`src/rtl/row_in_pkg.sv`:
```
package row_in_pkg;
  localparam int NUM_RI  = 4;
  localparam int N_SRC   = 4;
  localparam int SEL_W   = $clog2(N_SRC);
  localparam int BUS_W   = 2 * NUM_RI;
  localparam int DATA_W  = 8;
  localparam int SEL_REG_W = NUM_RI * SEL_W;
endpackage

```
`src/rtl/row_in_cfg.sv`:
```
module row_in_cfg
  import row_in_pkg::*;
#(
  parameter int NRI  = NUM_RI,
  parameter int SW   = SEL_W,
  parameter int DW   = DATA_W
) (
  input  logic              clk_i,
  input  logic              rst_ni,
  input  logic              wr_en_i,
  input  logic              addr_i,
  input  logic [DW-1:0]     wdata_i,
  output logic [DW-1:0]     rdata_o,
  output logic [NRI*SW-1:0] sel_o,
  output logic [NRI-1:0]    bypass_o
);
  localparam int SRW = NRI * SW;

  logic [SRW-1:0] sel_q;
  logic [NRI-1:0] byp_q;

  always_ff @(posedge clk_i or negedge rst_ni) begin
    if (!rst_ni) begin
      sel_q <= '0;
      byp_q <= '0;
    end else if (wr_en_i) begin
      if (addr_i) byp_q <= wdata_i[NRI-1:0];
      else        sel_q <= wdata_i[SRW-1:0];
    end
  end

  always_comb begin
    rdata_o = '0;
    if (addr_i) rdata_o[NRI-1:0] = byp_q;
    else        rdata_o[SRW-1:0] = sel_q;
  end

  assign sel_o    = sel_q;
  assign bypass_o = byp_q;

  // a write leaves the other register alone
  p_sel_hold_r7: assert property (@(posedge clk_i) disable iff (!rst_ni)
    !(wr_en_i && !addr_i) |=> $stable(sel_q));
  p_byp_hold_r7: assert property (@(posedge clk_i) disable iff (!rst_ni)
    !(wr_en_i && addr_i) |=> $stable(byp_q));
  // select write lands
  p_sel_write_r1: assert property (@(posedge clk_i) disable iff (!rst_ni)
    (wr_en_i && !addr_i) |=> sel_q == $past(wdata_i[SRW-1:0]));

  // registers cleared while reset is held
  always @(posedge clk_i) begin
    if (!rst_ni) begin
      p_reset_clear_r5: assert (sel_q == '0 && byp_q == '0);
    end
  end
endmodule

```
`src/rtl/row_in_mux.sv`:
```
module row_in_mux
  import row_in_pkg::*;
#(
  parameter int NS = N_SRC,
  parameter int SW = SEL_W
) (
  input  logic [NS-1:0] src_i,
  input  logic [SW-1:0] sel_i,
  output logic          y_o
);
  assign y_o = src_i[sel_i];
endmodule

```
`src/rtl/row_in_sync.sv`:
```
module row_in_sync (
  input  logic clk_i,
  input  logic rst_ni,
  input  logic d_i,
  input  logic bypass_i,
  output logic q_o
);
  logic ff1_q, ff2_q;

  always_ff @(posedge clk_i or negedge rst_ni) begin
    if (!rst_ni) begin
      ff1_q <= 1'b0;
      ff2_q <= 1'b0;
    end else begin
      ff1_q <= d_i;
      ff2_q <= ff1_q;
    end
  end

  assign q_o = bypass_i ? d_i : ff2_q;

  // cycles since reset, so $past never reaches into reset
  logic [1:0] age_q;
  always_ff @(posedge clk_i or negedge rst_ni) begin
    if (!rst_ni) age_q <= '0;
    else         age_q <= {age_q[0], 1'b1};
  end

  // synchronized output equals input two edges earlier
  p_two_stage_r3: assert property (@(posedge clk_i) disable iff (!rst_ni)
    (age_q[1] && !bypass_i) |-> q_o == $past(d_i, 2));
endmodule

```
`src/rtl/row_input_router.sv`:
```
module row_input_router
  import row_in_pkg::*;
#(
  parameter int NRI = NUM_RI,
  parameter int DW  = DATA_W
) (
  input  logic             clk_i,
  input  logic             rst_ni,
  input  logic [2*NRI-1:0] gie_i,
  input  logic [2*NRI-1:0] gio_i,
  input  logic             wr_en_i,
  input  logic             addr_i,
  input  logic [DW-1:0]    wdata_i,
  output logic [DW-1:0]    rdata_o,
  output logic [NRI-1:0]   ri_o
);
  localparam int SW = SEL_W;

  logic [NRI*SW-1:0] sel;
  logic [NRI-1:0]    bypass;
  logic [NRI-1:0]    mux_y;

  row_in_cfg #(.NRI(NRI), .SW(SW), .DW(DW)) u_cfg (
    .clk_i    (clk_i),
    .rst_ni   (rst_ni),
    .wr_en_i  (wr_en_i),
    .addr_i   (addr_i),
    .wdata_i  (wdata_i),
    .rdata_o  (rdata_o),
    .sel_o    (sel),
    .bypass_o (bypass)
  );

  for (genvar k = 0; k < NRI; k++) begin : g_ri
    logic [N_SRC-1:0] cand;
    // code order: even k, even k+NRI, odd k, odd k+NRI
    assign cand = {gio_i[k+NRI], gio_i[k], gie_i[k+NRI], gie_i[k]};

    row_in_mux #(.NS(N_SRC), .SW(SW)) u_mux (
      .src_i (cand),
      .sel_i (sel[k*SW +: SW]),
      .y_o   (mux_y[k])
    );

    row_in_sync u_sync (
      .clk_i    (clk_i),
      .rst_ni   (rst_ni),
      .d_i      (mux_y[k]),
      .bypass_i (bypass[k]),
      .q_o      (ri_o[k])
    );

    // bypassed inputs track the chosen global line
    p_route_even_lo_r4: assert property (@(posedge clk_i) disable iff (!rst_ni)
      (bypass[k] && sel[k*SW +: SW] == 2'd0) |-> ri_o[k] == gie_i[k]);
    p_route_odd_hi_r4: assert property (@(posedge clk_i) disable iff (!rst_ni)
      (bypass[k] && sel[k*SW +: SW] == 2'd3) |-> ri_o[k] == gio_i[k+NRI]);
  end
endmodule

```
`config.mk`:
```
export PLATFORM = sky130hd
export DESIGN_NAME = row_input_router
export DESIGN_NICKNAME = d
export VERILOG_FILES = /design/src/rtl/row_in_pkg.sv /design/src/rtl/row_in_cfg.sv /design/src/rtl/row_in_mux.sv /design/src/rtl/row_in_sync.sv /design/src/rtl/row_input_router.sv
export SDC_FILE = /design/constraint.sdc
export NUM_CORES = 1
export LEC_CHECK = 0
export BUFFER_PORTS_ARGS = -buffer_cell sky130_fd_sc_hd__buf_2
export CAP_MARGIN = 10
export CORE_MARGIN = 4
export CORE_UTILIZATION = 43
export CTS_BUF_LIST = sky130_fd_sc_hd__clkbuf_2
export DETAILED_ROUTE_END_ITERATION = 16
export GPL_TIMING_DRIVEN = 1
export PLACE_DENSITY = 0.79
export SYNTH_ARGS = -nofsm -noshare
export SYNTH_HDL_FRONTEND = slang
export SYNTH_HIERARCHICAL = 1
export SYNTH_SLANG_ARGS = --single-unit
```
`constraint.sdc`:
```
create_clock -name clk_i -period 1.3 [get_ports clk_i]
set_clock_uncertainty 0.05 [all_clocks]
set_input_delay 0.26 -clock clk_i [delete_from_list [all_inputs] [get_ports clk_i]]
set_output_delay 0.26 -clock clk_i [all_outputs]
set_load 0.01 [all_outputs]
```
==> reports/metrics.csv <==
stage;metric;value;unit
detailed_routing;drt-initial-drc-count;7;
yosys;yosysSeqAreaShare;53.55;%
detailed_routing;firstDrtPassIters;2;
run_status;status;complete, but fails checks;
global_route;use_met1;16.49;%
global_route;use_met3;5.450;%
sta;maxSlewViolCount;0;
finish;syn_to_final_growth;44.18;%
global_route;grt.met2_usage;21.26;%
finish;antennaDiodeCount;0;
critical_path;crit_fanout;2;
critical_path;startpoint_type;register;
critical_path;ff2ff_setup_slack;0.08;ns
critical_path;crit_chain;mux4_2, mux2_4, buf_6;
placed_design;routabilityCongestion;0.6714;
sta;setup_ws;-0.6623;ns
global_route;grt_pass1_wl;2849;um
cts;clk_pin_slew_worst_paths;0.18;ns
critical_path;cp.required;0.99;ns
global_route;first_global_vias;677;
yosys;syn_nets;80;
sta;setup_viol;12;
global_route;grt_max_degree;21;
yosys;synth_seq_cells;20;
finish;layout_common_cells;31 x buf_2, 20 x dfrtp_1, 17 x buf_6, 16 x mux2_4;
cts;clockRootBuffer;clkbuf_2;
detailed_routing;final_antenna_net_count;0;
global_route;track_usage;13.84;%
sta;hold_viol_final;0;
detailed_routing;wl_per_cell;13.37;um
die;dieArea;2983;um^2
sta;period_share;150.9;%
run;cap_violations;0;
cts;htreeDepth;1;
global_route;antenna_found_initial;0;
die;rows;16;
cts;clk_path_buf_depth;2;
min_path;hold_class;in -> reg;
critical_path;slowest_delay;0.53;ns
finish;drive_gt1_share;74.29;%
finish;fin_area;1348;um^2
die;start_util;46.23;%
critical_path;endpoint_kind;primary output;
cts;cts_tree;yes;
global_route;top_usage_layer;met2;
critical_path;arrival;1.65;ns
yosys;yosys_warnings;6;
sta;worst_pin_slew;0.4295;ns
sta;period_minus_slack;1.962;ns
die;die_w;54.62;um
critical_path;slowest_stage;mux4_2;
placed_design;placed_area;1205;um^2
sta;rsz0062_at_grt;yes;
sta;max_freq;0.5096;GHz
finish;layout.nets;134;
yosys;synth_area_leader_cell;dfrtp_1;
yosys;synthDominantCellAreaShare;53.55;%
sta;setup_tns;-4.284;ns
power_and_ir_drop;p_per_area;1205;nW/um^2
detailed_routing;drc;0;
yosys;postSynthCellCount;52;
die;io_pins;40;
die;die_height;54.62;um
finish;num-fill-cells;157;
placed_design;dpl.hpwl;1353;um
cts;clkLatencyLatePin;0.30;ns
sta;finalHoldWorstSlack;0.1195;ns
placed_design;portBuffers;39;
yosys;ys_types;9;
sta;slew_headroom;71.37;%
detailed_routing;via_per_inst;4.765;
cts;cts_made_buffers;3;
die;coreArea;2022;um^2
finish;layout_commonest_cell;buf_2;
cts;clock-sinks;20;
yosys;syn_area_per_cell;17.97;um^2
run_status;violations;setup timing;
power_and_ir_drop;total_leakage_power;0.0006881;uW
global_route;grt_overflow_total;0;
critical_path;crit_type;reg -> out;
detailed_routing;wirelength;1765;um
yosys;synth_area_leaders;dfrtp_1 54%, mux2_4 19%, mux2_2 9.6%;
yosys;synthesis.area;934.6;um^2
detailed_routing;vias;629;
power_and_ir_drop;ir_drop;0.6824;mV
metrics by stage:
stage               util (%)  worst slack (ns)  instances  power (uW)
global route           66.65           -0.7485        132        1726
CTS                    65.53           -0.6787        132        1630
detailed placement     59.59           -0.2924        125        1254
global placement       59.59           -0.2891        125        1244
floorplan                  -           -0.1509         52        1059
finish                 66.65           -0.6623        132        1623
Yosys cell counts:
cell,instances
dfrtp_1,20
nand2_1,1
mux4_2,4
mux2_2,8
and2b_1,4
buf_8,1
nor2b_4,1
mux2_4,12
buf_6,1
power breakdown:
group / internal [uW] / leakage (uW) / switching (uW)
registers: 725 / 0.000234 / 65.5
logic: 414 / 0.000440 / 174
clock network: 66.9 / 0.0000140 / 178
cells by family after synthesis:
logic type	count (synthesis)	synth area share (%)
AND/OR/NAND/NOR	6	5.086
buffers and inverters	2	2.811
flip-flops	20	53.55
multiplexers	24	38.55
worst max-delay path: cells and delay by family (launching register included):
kind     cells  cell delay (ns)
buf+inv      1             0.12
flops        1             0.42
mux          2             0.81
timing repair:
| item | in CTS | in global routing |
|---|---|---|
| hold buffers | 1 | 0 |
| buffers inserted | 4 | 2 |
| endpoints found under the hold margin | 20 | 0 |
| endpoints found under the setup margin | 12 | 12 |
| resized for setup | 15 | 8 |
| pin swaps | 0 | 0 |
final timing paths:
| check | endpoint | depth (start not counted) | from |
|---|---|---|---|
| max | ri_o[2] | 3 | u_cfg/sel_o[4] |
| min in group asynchronous | u_cfg/bypass_o[1] | 2 | rst_ni |
| min | u_cfg/sel_o[4] | 2 | wdata_i[4] |
| max in group asynchronous | u_cfg/sel_o[0] | 2 | rst_ni |
| min reg2reg | g_ri[3].u_sync/ff2_q | 0 | g_ri[3].u_sync/ff1_q |
| max reg2reg | g_ri[0].u_sync/ff1_q | 2 | u_cfg/sel_o[0] |
final cells by class:
| cell class | instances | area (um^2) | area share [%] |
|---|---|---|---|
| Clock inverter | 1 | 3.754 | 0.2786 |
| Clock buffer | 3 | 15.01 | 1.114 |
| Multi-Input combinational cell | 30 | 422.9 | 31.38 |
| Tap cell | 27 | 33.78 | 2.507 |
| Sequential cell | 20 | 500.5 | 37.14 |
| Timing Repair Buffer | 51 | 371.6 | 27.58 |
state kept, by name (all words and copies together), names as in the netlist:
signal / flops
g_ri.u_sync/ff1_q: 4
g_ri.u_sync/ff2_q: 4
u_cfg/bypass_o: 4
u_cfg/sel_o: 8
metal layers:
layer  share of wire (%)  routed length [um]
met1                  43                 754
met2                  44                 780
met3                  11                 198
met4                 1.8                  31
met5                   0                   0
(Power assumes the default switching activity.)
